==> config.mk <==
export PLATFORM = sky130hd
export DESIGN_NAME = serial_rx_core
export DESIGN_NICKNAME = d
export VERILOG_FILES = /design/src/rtl/rx_pkg.sv /design/src/rtl/rx_sync.sv /design/src/rtl/rx_framer.sv /design/src/rtl/rx_buffer.sv /design/src/rtl/rx_flag_regs.sv /design/src/rtl/serial_rx_core.sv
export SDC_FILE = /design/constraint.sdc
export NUM_CORES = 1
export LEC_CHECK = 0
export BUFFER_PORTS_ARGS = -buffer_cell sky130_fd_sc_hd__clkbuf_2
export CAP_MARGIN = 25
export CORE_MARGIN = 5
export CORE_UTILIZATION = 45
export CTS_CLUSTER_SIZE = 16
export DETAILED_ROUTE_END_ITERATION = 12
export PLACE_DENSITY = 0.62
export SLEW_MARGIN = 20
export SYNTH_ARGS = -nofsm -noshare
export SYNTH_HDL_FRONTEND = slang
export SYNTH_HIERARCHICAL = 1
export SYNTH_SLANG_ARGS = --single-unit
==> constraint.sdc <==
create_clock -name clk -period 2.9 [get_ports clk]
set_clock_uncertainty 0.15 [all_clocks]
set_input_delay 0.29 -clock clk [delete_from_list [all_inputs] [get_ports clk]]
set_output_delay 0.29 -clock clk [all_outputs]
set_load 0.005 [all_outputs]
==> src/rtl/rx_pkg.sv <==
package rx_pkg;
    typedef enum logic [2:0] {
        RX_IDLE   = 3'd0,
        RX_START  = 3'd1,
        RX_DATA   = 3'd2,
        RX_PARITY = 3'd3,
        RX_STOP   = 3'd4,
        RX_HOLD   = 3'd5
    } rx_state_e;

    localparam int WORD_W   = 16;
    localparam int DFIELD_W = 9;
    localparam int PERR_BIT = 14;
    localparam int FERR_BIT = 15;

    localparam int FLAG_W   = 5;
    localparam int FLAG_DV  = 2;
    localparam int FLAG_OVF = 4;
    localparam int STAT_AVL = 7;

    localparam logic [2:0] A_CMD    = 3'd0;
    localparam logic [2:0] A_STATUS = 3'd1;
    localparam logic [2:0] A_DATA   = 3'd2;
    localparam logic [2:0] A_FLAGS  = 3'd3;
    localparam logic [2:0] A_FSET   = 3'd4;
    localparam logic [2:0] A_FCLR   = 3'd5;
    localparam logic [2:0] A_FEN    = 3'd6;
endpackage

==> src/rtl/rx_sync.sv <==
module rx_sync #(
    parameter int STAGES = 2
) (
    input  logic clk,
    input  logic rst_n,
    input  logic d,
    output logic q
);
    logic [STAGES-1:0] pipe;

    always_ff @(posedge clk or negedge rst_n) begin
        if (!rst_n) pipe <= '1;
        else        pipe <= {pipe[STAGES-2:0], d};
    end

    assign q = pipe[STAGES-1];
endmodule

==> src/rtl/rx_framer.sv <==
module rx_framer
    import rx_pkg::*;
#(
    parameter int OSR  = 16,
    parameter int DMAX = 8
) (
    input  logic            clk,
    input  logic            rst_n,
    input  logic            en,
    input  logic            tick,
    input  logic            rxd,
    input  logic [3:0]      size_code,
    input  logic [1:0]      par_mode,
    output logic            push,
    output logic [DMAX-1:0] data_o,
    output logic            perr_o,
    output logic            ferr_o,
    output rx_state_e       state_o
);
    localparam int CW = $clog2(OSR);
    localparam int IW = $clog2(DMAX + 1);
    localparam logic [CW-1:0] LAST = CW'(OSR - 1);
    localparam logic [CW-1:0] MIDC = CW'(OSR / 2 - 1);

    rx_state_e       state_q, state_d;
    logic [CW-1:0]   cnt;
    logic [IW-1:0]   idx;
    logic [IW-1:0]   nbits;
    logic [DMAX-1:0] shreg;
    logic            par_acc;
    logic            perr_q;
    logic            at_edge;

    always_comb begin
        int n;
        case (size_code)
            4'd2:    n = 5;
            4'd3:    n = 6;
            4'd4:    n = 7;
            default: n = 8;
        endcase
        if (n > DMAX) n = DMAX;
        nbits = IW'(n);
    end

    assign at_edge = tick && (cnt == LAST);

    // state register
    always_ff @(posedge clk or negedge rst_n) begin
        if (!rst_n) state_q <= RX_IDLE;
        else        state_q <= state_d;
    end

    // next-state decode
    always_comb begin
        state_d = state_q;
        unique case (state_q)
            RX_IDLE:   if (tick && !rxd) state_d = RX_START;
            RX_START:  if (tick && cnt == MIDC) state_d = rxd ? RX_IDLE : RX_DATA;
            RX_DATA:   if (at_edge && idx == nbits - IW'(1))
                           state_d = par_mode[1] ? RX_PARITY : RX_STOP;
            RX_PARITY: if (at_edge) state_d = RX_STOP;
            RX_STOP:   if (at_edge) state_d = rxd ? RX_IDLE : RX_HOLD;
            RX_HOLD:   if (rxd) state_d = RX_IDLE;
            default:   state_d = RX_IDLE;
        endcase
        if (!en) state_d = RX_IDLE;
    end

    // datapath registers
    always_ff @(posedge clk or negedge rst_n) begin
        if (!rst_n) begin
            cnt     <= '0;
            idx     <= '0;
            shreg   <= '0;
            par_acc <= 1'b0;
            perr_q  <= 1'b0;
        end else begin
            unique case (state_q)
                RX_IDLE: begin
                    cnt     <= '0;
                    idx     <= '0;
                    shreg   <= '0;
                    par_acc <= 1'b0;
                    perr_q  <= 1'b0;
                end
                RX_START: if (tick) cnt <= (cnt == MIDC) ? '0 : cnt + CW'(1);
                RX_DATA: if (tick) begin
                    if (cnt == LAST) begin
                        cnt     <= '0;
                        shreg   <= {rxd, shreg[DMAX-1:1]};
                        par_acc <= par_acc ^ rxd;
                        idx     <= idx + IW'(1);
                    end else begin
                        cnt <= cnt + CW'(1);
                    end
                end
                RX_PARITY: if (tick) begin
                    if (cnt == LAST) begin
                        cnt    <= '0;
                        perr_q <= par_acc ^ rxd ^ par_mode[0];
                    end else begin
                        cnt <= cnt + CW'(1);
                    end
                end
                RX_STOP: if (tick) cnt <= (cnt == LAST) ? '0 : cnt + CW'(1);
                RX_HOLD: cnt <= '0;
                default: cnt <= '0;
            endcase
        end
    end

    // outputs
    always_comb begin
        push    = en && (state_q == RX_STOP) && at_edge;
        ferr_o  = !rxd;
        perr_o  = perr_q;
        data_o  = shreg >> (DMAX - int'(nbits));
        state_o = state_q;
    end
endmodule

==> src/rtl/rx_buffer.sv <==
module rx_buffer #(
    parameter int W     = 16,
    parameter int DEPTH = 2
) (
    input  logic                         clk,
    input  logic                         rst_n,
    input  logic                         push,
    input  logic [W-1:0]                 din,
    input  logic                         pop,
    output logic [W-1:0]                 dout,
    output logic [$clog2(DEPTH+1)-1:0]   cnt_o,
    output logic                         accept_o,
    output logic                         drop_o
);
    localparam int PW   = (DEPTH > 1) ? $clog2(DEPTH) : 1;
    localparam int CNTW = $clog2(DEPTH + 1);

    logic [W-1:0]    mem [DEPTH];
    logic [PW-1:0]   wp, rp;
    logic [CNTW-1:0] cnt;
    logic            full, empty, pop_ok;

    function automatic logic [PW-1:0] nxt(input logic [PW-1:0] p);
        return (p == PW'(DEPTH - 1)) ? '0 : p + PW'(1);
    endfunction

    assign full     = (cnt == CNTW'(DEPTH));
    assign empty    = (cnt == '0);
    assign pop_ok   = pop && !empty;
    assign accept_o = push && (!full || pop_ok);
    assign drop_o   = push && !accept_o;

    always_ff @(posedge clk or negedge rst_n) begin
        if (!rst_n) begin
            for (int i = 0; i < DEPTH; i++) mem[i] <= '0;
            wp  <= '0;
            rp  <= '0;
            cnt <= '0;
        end else begin
            if (accept_o) begin
                mem[wp] <= din;
                wp      <= nxt(wp);
            end
            if (pop_ok) rp <= nxt(rp);
            unique case ({accept_o, pop_ok})
                2'b10:   cnt <= cnt + CNTW'(1);
                2'b01:   cnt <= cnt - CNTW'(1);
                default: cnt <= cnt;
            endcase
        end
    end

    assign dout  = mem[rp];
    assign cnt_o = cnt;
endmodule

==> src/rtl/rx_flag_regs.sv <==
module rx_flag_regs #(
    parameter int              FW   = 5,
    parameter logic [FW-1:0]   MASK = '1
) (
    input  logic          clk,
    input  logic          rst_n,
    input  logic [FW-1:0] hw_set,
    input  logic [FW-1:0] sw_set,
    input  logic [FW-1:0] sw_clr,
    input  logic          en_we,
    input  logic [FW-1:0] en_wd,
    output logic [FW-1:0] flags_o,
    output logic [FW-1:0] en_o,
    output logic          irq
);
    always_ff @(posedge clk or negedge rst_n) begin
        if (!rst_n) begin
            flags_o <= '0;
            en_o    <= '0;
        end else begin
            flags_o <= ((flags_o & ~sw_clr) | sw_set | hw_set) & MASK;
            if (en_we) en_o <= en_wd & MASK;
        end
    end

    assign irq = |(flags_o & en_o);
endmodule

==> src/rtl/serial_rx_core.sv <==
module serial_rx_core
    import rx_pkg::*;
#(
    parameter int OSR       = 16,
    parameter int DMAX      = 8,
    parameter int BUF_DEPTH = 2,
    parameter int SYNC_FF   = 2
) (
    input  logic        clk,
    input  logic        rst_n,
    input  logic        tick16,
    input  logic        rxd_pin,
    input  logic [15:0] frame_cfg,
    input  logic [2:0]  reg_addr,
    input  logic        reg_wr,
    input  logic        reg_rd,
    input  logic [15:0] reg_wdata,
    output logic [15:0] reg_rdata,
    output logic        irq
);
    localparam int CNTW = $clog2(BUF_DEPTH + 1);
    localparam logic [FLAG_W-1:0] FMASK = FLAG_W'((1 << FLAG_DV) | (1 << FLAG_OVF));

    logic               rxd_s;
    logic               rx_en;
    logic               push, accept, drop, pop;
    logic [DMAX-1:0]    fr_data;
    logic               fr_perr, fr_ferr;
    rx_state_e          fsm_state;
    logic [WORD_W-1:0]  new_word, head_word;
    logic [CNTW-1:0]    buf_cnt;
    logic [FLAG_W-1:0]  flags, flag_en, hw_set, sw_set, sw_clr;
    logic               en_we;
    logic               unused_bits;

    assign unused_bits = ^{frame_cfg[15:10], frame_cfg[7:4], reg_wdata[15:5]};

    rx_sync #(.STAGES(SYNC_FF)) u_sync (
        .clk(clk), .rst_n(rst_n), .d(rxd_pin), .q(rxd_s)
    );

    rx_framer #(.OSR(OSR), .DMAX(DMAX)) u_framer (
        .clk(clk), .rst_n(rst_n), .en(rx_en), .tick(tick16), .rxd(rxd_s),
        .size_code(frame_cfg[3:0]), .par_mode(frame_cfg[9:8]),
        .push(push), .data_o(fr_data), .perr_o(fr_perr), .ferr_o(fr_ferr),
        .state_o(fsm_state)
    );

    always_comb begin
        new_word = '0;
        new_word[DFIELD_W-1:0] = DFIELD_W'(fr_data);
        new_word[PERR_BIT]     = fr_perr;
        new_word[FERR_BIT]     = fr_ferr;
    end

    assign pop = reg_rd && (reg_addr == A_DATA);

    rx_buffer #(.W(WORD_W), .DEPTH(BUF_DEPTH)) u_buf (
        .clk(clk), .rst_n(rst_n), .push(push), .din(new_word), .pop(pop),
        .dout(head_word), .cnt_o(buf_cnt), .accept_o(accept), .drop_o(drop)
    );

    // receiver enable command
    always_ff @(posedge clk or negedge rst_n) begin
        if (!rst_n) rx_en <= 1'b0;
        else if (reg_wr && reg_addr == A_CMD) begin
            if (reg_wdata[1])      rx_en <= 1'b0;
            else if (reg_wdata[0]) rx_en <= 1'b1;
        end
    end

    always_comb begin
        hw_set = '0;
        hw_set[FLAG_DV]  = accept;
        hw_set[FLAG_OVF] = drop;
        sw_set = (reg_wr && reg_addr == A_FSET) ? reg_wdata[FLAG_W-1:0] : '0;
        sw_clr = (reg_wr && reg_addr == A_FCLR) ? reg_wdata[FLAG_W-1:0] : '0;
        en_we  = reg_wr && reg_addr == A_FEN;
    end

    rx_flag_regs #(.FW(FLAG_W), .MASK(FMASK)) u_flags (
        .clk(clk), .rst_n(rst_n), .hw_set(hw_set), .sw_set(sw_set),
        .sw_clr(sw_clr), .en_we(en_we), .en_wd(reg_wdata[FLAG_W-1:0]),
        .flags_o(flags), .en_o(flag_en), .irq(irq)
    );

    always_comb begin
        reg_rdata = '0;
        unique case (reg_addr)
            A_STATUS: reg_rdata[STAT_AVL] = (buf_cnt != '0);
            A_DATA:   reg_rdata = (buf_cnt != '0) ? head_word : '0;
            A_FLAGS:  reg_rdata = WORD_W'(flags);
            A_FEN:    reg_rdata = WORD_W'(flag_en);
            default:  reg_rdata = '0;
        endcase
    end
endmodule

==> flow_summary.rst, run 1 <==
.. list-table::
   :header-rows: 1

   * - Metric
     - Value
   * - Static leakage power
     - ~2.1 nW
   * - Finished layout cell area
     - 4230 um^2
   * - Number of nets still failing antenna checks after routing
     - 0
   * - Final setup fails
     - 0
   * - Final routed DRC violation total
     - 0
   * - Height of the chip
     - roughly 100 um
   * - Yosys warns
     - 6
   * - Result of the run
     - completed
   * - Fill cell count
     - between 700 and 800
   * - Final core utilization
     - 0.541
   * - Skew-Pair Late Insertion Delay
     - 340 ps
   * - Number of CTS-inserted buffers
     - 9
   * - Global route overflow
     - 0
   * - Critical path origin
     - frame_cfg[0]
   * - Placement row count
     - 32
   * - Number of hold violations in the final report
     - 0
   * - F_max
     - 401 MHz
   * - Routability Congestion
     - 0.759
   * - Cell Chain, Critical Path
     - clkbuf_2 > or3b_2 > a21o_1 > ha_1 > xnor2_1 > or4b_1 > o21ai_1 > nand2_1 > o32ai_2
   * - Largest net degree at the start of global routing
     - 27
   * - Kind of end point of the critical path
     - register
   * - Number of global-route vias before repair
     - roughly 2.5k
   * - Worst Setup Start Kind
     - primary input
   * - CP Max Fanout
     - 3
   * - Register Area
     - roughly 1600 um^2
   * - Reported max-cap violation count
     - 0
   * - Pwr dens
     - 511 nW/um^2
   * - Maximum cell stage delay along the critical path
     - 470 ps
   * - Worst reg2reg path endpoint
     - u_buf/mem[19]
   * - Initial standard-cell utilization of the core
     - 0.467
   * - Total die area
     - approximately 10000 um^2
   * - Initial antenna violation count
     - 0
   * - Final-stage net count
     - about 430
   * - Setup slack on the worst flop-to-flop path
     - approximately 430 ps
   * - Core outline area
     - between 7000 and 8000 um^2
   * - Clk sinks
     - 64
   * - Placed standard-cell area
     - between 3000 and 4000 um^2
   * - Via density
     - between 5 and 6
   * - Post-cts gate resize count
     - 0
   * - Area of the multi-input gates
     - 1950 um^2
   * - Clock period minus worst slack
     - approximately 2500 ps
   * - Maximum root-to-sink buffer count
     - 2
   * - Hold Buf Count CTS
     - 3
   * - RSZ-0062 raised after global routing
     - false
   * - Standard cell with the maximum stage delay on the critical path
     - or3b_2
   * - Arrival time worst endpoint
     - 2590 ps
   * - Post-Synthesis Cell Area
     - between 3000 and 4000 um^2
   * - Maximum ir drop on the vdd rail
     - between 300 and 400 uV
   * - Post-Route Hold Slack
     - between 50 and 60 ps
   * - Number of buffers added for setup after CTS
     - 0
   * - Type of the tightest min-delay check
     - primary input to register
   * - Number of primary I/O pins
     - between 50 and 60
   * - Startpoint of the most critical register-to-register path
     - u_framer/cnt[0]
   * - Cells on worst reg2reg path
     - 7
   * - Ratio of final minimum period to clock period
     - 0.859
   * - Overall routing resource usage
     - 0.150
   * - Required time worst endpoint
     - approximately 3000 ps
   * - Post-Route Setup TNS
     - 0 ps
   * - Die boundary width
     - 100 um
   * - Transition time of the tightest slew-check pin
     - about 800 ps
   * - Post-synthesis instance total
     - about 320
   * - H-tree levels
     - 3
   * - Per-instance average area after synthesis
     - roughly 11 um^2
   * - CTS Root Buffer Type
     - clkbuf_8
   * - Detail-routed net length per standard cell
     - around 14 um
   * - Post-CTS clock slew at the launch and capture registers of the worst setup and hold paths
     - 70 ps
   * - Worst setup path end
     - u_framer/state_o[0]
   * - Global-route wire length before repair
     - 12200 um
   * - Area added between synthesis and finish
     - 15.8%
   * - Final max-slew violation count
     - 0
   * - Number of antenna repair diodes
     - 0
   * - Fraction of layout instances using a drive strength above 1
     - 0.362
   * - Worst max-slew margin expressed relative to the limit
     - 0.461
   * - TritonCTS clock tree
     - built
   * - Starting DRT DRC Count
     - 64
   * - Iteration count of the initial detailed-routing pass
     - 4
   * - Crit path kind
     - primary input to register
   * - Detailed Place HPWL
     - between 5000 and 6000 um
   * - WL final
     - between 7000 and 8000 um
   * - I/O Buffers
     - 35
   * - Total via count after detailed routing
     - approximately 2.5k
-- state kept, by name, indices dropped and copies added (netlist names) --
register and cells:
u_buf/mem 32, rx_en 1, u_framer/shreg 8, u_framer/par_acc 1
u_framer/perr_o 1, u_flags/flags_o 2, u_flags/en_o 2, u_buf/rp 1
u_framer/state_o 3, u_sync/pipe 2, u_buf/wp 1, u_buf/cnt_o 2
u_framer/idx 4, u_framer/cnt 4
-- per-layer routing --
metal  share of wire  global-route usage  vias up
met5               0                   0        -
met4           0.011              0.0435        0
met3           0.046              0.0403        8
met2            0.48               0.241       44
met1            0.47               0.201     1230
li1                -                   -     1255
-- layout by cell type (no fill, tap or decap), drive strengths merged, types with 3 or more instances in the layout --
cell and count:
a21o 8, a21oi 11, a22o 11, and2 17, buf 11, clkbuf 44, clkinv 3, clkinvlp 3
conb 18, dfrtp 62, dlygate4sd3 3, ha 4, inv 8, mux2 54, mux2i 10, nand2 23
nand2b 4, nand3 3, nor2 18, nor3 6, o21ai 13, xnor2 9, xor2 5
-- final cells by class --
class	count	area share
Sequential cell	64	0.380
Clock buffer	9	0.0293
Inverter	9	0.00800
Timing Repair Buffer	49	0.0681
Tap cell	102	0.0302
Clock inverter	7	0.0228
Multi-Input combinational cell	249	0.462
-- how the worst min path moves through the flow --
| stage | depth (start not counted) | end | slack (ps) | start |
|---|---|---|---|---|
| final | 2 | u_flags/en_o[4] | 60 | reg_wdata[4] |
| after global routing | 2 | u_flags/en_o[2] | 50 | reg_wdata[2] |
| after CTS | 2 | u_flags/en_o[4] | 40 | reg_wdata[4] |
| after detailed placement | 0 | u_sync/pipe[1] | 200 | u_sync/pipe[0] |
| after global placement | 0 | u_sync/pipe[1] | 200 | u_sync/pipe[0] |
| after floorplan | 0 | rx_en | -160 | rst_n |
-- critical path: cells and delay by family --
family	cells	cell delay, ps
compound gates	3	620
xor+xnor	1	150
fa+ha+maj	1	340
buf+inv	1	100
simple gates	3	1080
-- power breakdown --
part           leakage [nW]  switching, W  internal, W  total, W
logic                  1.14      0.000180     0.000150  0.000331
registers             0.875     0.0000519     0.000924  0.000976
clock network         0.101      0.000369     0.000483  0.000853
-- through the flow --
stage,cells,total power [W],setup slack [ps]
2_1_floorplan,340,0.00122,88.3
3_3_place_gp,470,0.00131,63.6
5_1_grt,489,0.00227,216
6_report,489,0.00216,409
3_5_place_dp,470,0.00132,57.0
4_1_cts,489,0.00218,389
(Power assumes the default switching activity.)
==> run 2, diff against run 1 <==
==> constraint.sdc (replaced) <==
create_clock -name clk -period 2.9 [get_ports clk]
set_clock_uncertainty 0.15 [all_clocks]
set_input_delay 0 -clock clk [delete_from_list [all_inputs] [get_ports clk]]
set_output_delay 0 -clock clk [all_outputs]
set_load 0.005 [all_outputs]
==> flow_summary.rst, run 2 (synthesis gave the netlist of run 1 again) <==
.. list-table::
   :header-rows: 1

   * - Metric
     - Value
   * - Arrival time worst endpoint
     - 2570 ps (-20 ps)
   * - Kind of end point of the critical path
     - register
   * - Part of the power in combinational logic
     - 0.148 (-0.005)
   * - Initial antenna violation count
     - 0 (unchanged)
   * - Iteration count of the initial detailed-routing pass
     - 4 (unchanged)
   * - Internal Power
     - 0.00170 W (+8.9%)
   * - Global-route wire length before repair
     - 11700 um (-3.7%)
   * - Placed cells
     - 468 (-0.43%)
   * - Overall routing resource usage
     - 0.147 (-0.00351)
   * - Worst Hold Path Cells
     - 4 (+2)
   * - Standard cell with the maximum stage delay on the critical path
     - dfrtp_1
   * - Static leakage power
     - 2.16 nW (+2.1%)
   * - Ratio of final minimum period to clock period
     - 0.862 (+0.00328)
   * - Top Registers
     - u_buf/mem: 32 flops, u_framer/shreg: 8 flops
   * - Worst max-slew margin expressed relative to the limit
     - 0.465 (+0.00436)
   * - Switching power share of the total
     - 0.252 (-0.0264)
   * - Clk sinks
     - 64 (unchanged)
   * - Total via count after detailed routing
     - 2523 (-0.55%)
   * - Fraction of layout instances using a drive strength above 1
     - 0.352 (-0.00972)
   * - Critical path origin
     - u_framer/cnt[0]
   * - Most common cell after layout, fill and taps aside
     - dfrtp_1
   * - Result of the run
     - completed
   * - Detail-routed net length per standard cell
     - 13.9 um (-3.9%)
   * - Setup slack on the worst flop-to-flop path
     - 400 ps (-30 ps)
   * - Via density
     - 5.11 (-1.6%)
   * - Detailed Place HPWL
     - 4820 um (-5.2%)
   * - Worst-case hold path end point
     - u_flags/flags_o[2]
   * - Pwr dens
     - 526 nW/um^2 (+2.9%)
   * - Worst path bufs/invs
     - 2 (+1)
   * - Type of the tightest min-delay check
     - primary input to register
   * - Global route overflow
     - 0 (unchanged)
   * - Top Family by Delay on Critical Path
     - simple AND/OR/NAND/NOR gates
   * - Final routed DRC violation total
     - 0 (unchanged)
   * - Initial standard-cell utilization of the core
     - 0.467 (unchanged)
   * - Post-cts gate resize count
     - 0 (unchanged)
   * - CTS Root Buffer Type
     - clkbuf_8
   * - Maximum ir drop on the vdd rail
     - 358 uV (+0.74%)
   * - F_max
     - 400 MHz (-0.38%)
   * - Most flop-heavy register
     - u_buf/mem
   * - Crit path kind
     - register to register
   * - Net switching power of the design
     - 0.000572 W (-4.9%)
   * - Starting DRT DRC Count
     - 69 (+7.8%)
   * - Largest net degree at the start of global routing
     - 65 (+140%)
   * - Hold_sp
     - reg_wr
   * - RSZ-0062 raised after global routing
     - false
   * - Clock period minus worst slack
     - 2500 ps (+9.50 ps)
   * - Max FFs per register
     - 32 (unchanged)
   * - Hold Buf Count CTS
     - 10 (+7)
   * - Post-Route Setup TNS
     - 0 ps (unchanged)
   * - Worst Setup Start Kind
     - register
   * - Placement row count
     - 32 (unchanged)
   * - Reported max-cap violation count
     - 0 (unchanged)
   * - Total die area
     - 10000 um^2 (unchanged)
   * - H-tree levels
     - 3 (unchanged)
   * - Area added between synthesis and finish
     - 18.2%
   * - CP Max Fanout
     - 16 (+13)
   * - Reg power frac
     - 0.431 (-0.021)
   * - Number of buffers added for setup after CTS
     - 0 (unchanged)
   * - Die boundary width
     - 100 um (unchanged)
   * - Sum of internal, switching and leakage power
     - 0.00227 W (+5.1%)
   * - WL final
     - 6850 um (-2.9%)
   * - Startpoint of the most critical register-to-register path
     - u_framer/cnt[0]
   * - Routability Congestion
     - 0.783 (+3.2%)
   * - Cell Chain, Critical Path
     - ha_1 > nand4_4 > nor4_1 > buf_4 > nor3b_4 > buf_4 > mux2_2
   * - Number of CTS-inserted buffers
     - 9 (unchanged)
   * - Final-stage net count
     - 432 (+1.2%)
   * - Height of the chip
     - 100 um (unchanged)
   * - Transition time of the tightest slew-check pin
     - 802 ps (-3.12 ps)
   * - Number of hold violations in the final report
     - 0 (unchanged)
   * - Core outline area
     - 7810 um^2 (unchanged)
   * - Number of antenna repair diodes
     - 0 (unchanged)
   * - Number of nets still failing antenna checks after routing
     - 0 (unchanged)
   * - Final instance count without filler cells
     - 494 (+1.0%)
   * - Skew-Pair Late Insertion Delay
     - 340 ps (about the same)
   * - Required time worst endpoint
     - 2970 ps (-30 ps)
   * - I/O Buffers
     - 35 (unchanged)
   * - Clock network fraction of design power
     - 0.421 (+0.026)
   * - TritonCTS clock tree
     - built
   * - Number of primary I/O pins
     - 58 (unchanged)
   * - Commonest non-fill, non-tap cells in the layout
     - dfrtp_1, mux2_2, clkbuf_2
   * - Post-CTS clock slew at the launch and capture registers of the worst setup and hold paths
     - 70 ps (about the same)
   * - Cells on worst reg2reg path
     - 7 (unchanged)
   * - Maximum cell stage delay along the critical path
     - 390 ps (-80 ps)
   * - Maximum root-to-sink buffer count
     - 2 (unchanged)
   * - Final max-slew violation count
     - 0 (unchanged)
   * - Number of global-route vias before repair
     - 2523 (-0.39%)
   * - Most Frequent Cell on Critical Path
     - buf_4
   * - Worst reg2reg path endpoint
     - u_buf/mem[23]
   * - Final setup fails
     - 0 (unchanged)
## run 2: changes by cell type in the layout (fill, tap and decap cells not counted), sizes merged
| cell | before | now |
|---|---|---|
| buf | 11 | 9 |
| bufinv | 2 | 3 |
| clkbuf | 44 | 46 |
| clkinv | 3 | 2 |
| clkinvlp | 3 | 1 |
| dlygate4sd3 | 3 | 10 |
## run 2: how the worst max path moves through the flow
stage	to	cells after the start
after global placement	u_framer/state_o[0]	9
final	u_buf/mem[23]	7
after CTS	u_buf/mem[23]	7
after floorplan	u_buf/mem[0]	7
after global routing	u_buf/mem[16]	7
after detailed placement	u_framer/state_o[0]	9
## run 2: cell type report
| class | count | area, um^2 |
|---|---|---|
| flip-flops and latches | 64 | 1600 |
| multi-input cells | 249 | 1950 |
| well taps | 102 | 128 |
| fillers | 703 | 3490 |
| repair buffers | 54 | 343 |
| clock buffers | 11 | 151 |
| clock inverters | 5 | 103 |
| inverters | 9 | 33.8 |
## run 2: metal layers
layer	up-vias	track usage	part of all wire
met5	-	0	0
met4	0	0.0497	0.013
met3	7	0.0389	0.044
met2	52	0.226	0.45
met1	1203	0.201	0.49
li1	1261	-	-
## run 2: power by group through the flow
stage          combinational (W)  clock [W]  sequential, W
2_1_floorplan           0.000256          0       0.000961
3_3_place_gp            0.000315          0       0.000992
3_5_place_dp            0.000317          0       0.000992
4_1_cts                 0.000339   0.000987       0.000976
5_1_grt                 0.000375    0.00103       0.000983
6_report                0.000336   0.000956       0.000977
## run 2: worst register-to-register path, delay by kind of cell, from the launching register on
kind	cells	cell delay, ps
buffers and inverters	2	460
DFF	1	390
and+or+nand+nor	3	710
muxes	1	370
adders and majority gates	1	300
## run 2: per-stage QoR
| step | setup WS [ps] | utilization | instance area (um^2) | hold WS, ps |
|---|---|---|---|---|
| after floorplan | 378 | - | 3710 | -446 |
| after global placement | 347 | 0.507 | 3960 | -62.5 |
| after detailed placement | 322 | 0.507 | 3960 | -61.1 |
| after CTS | 355 | 0.553 | 4310 | 24.7 |
| after global routing | 272 | 0.553 | 4310 | 43.1 |
| final | 399 | 0.553 | 4310 | 45.0 |
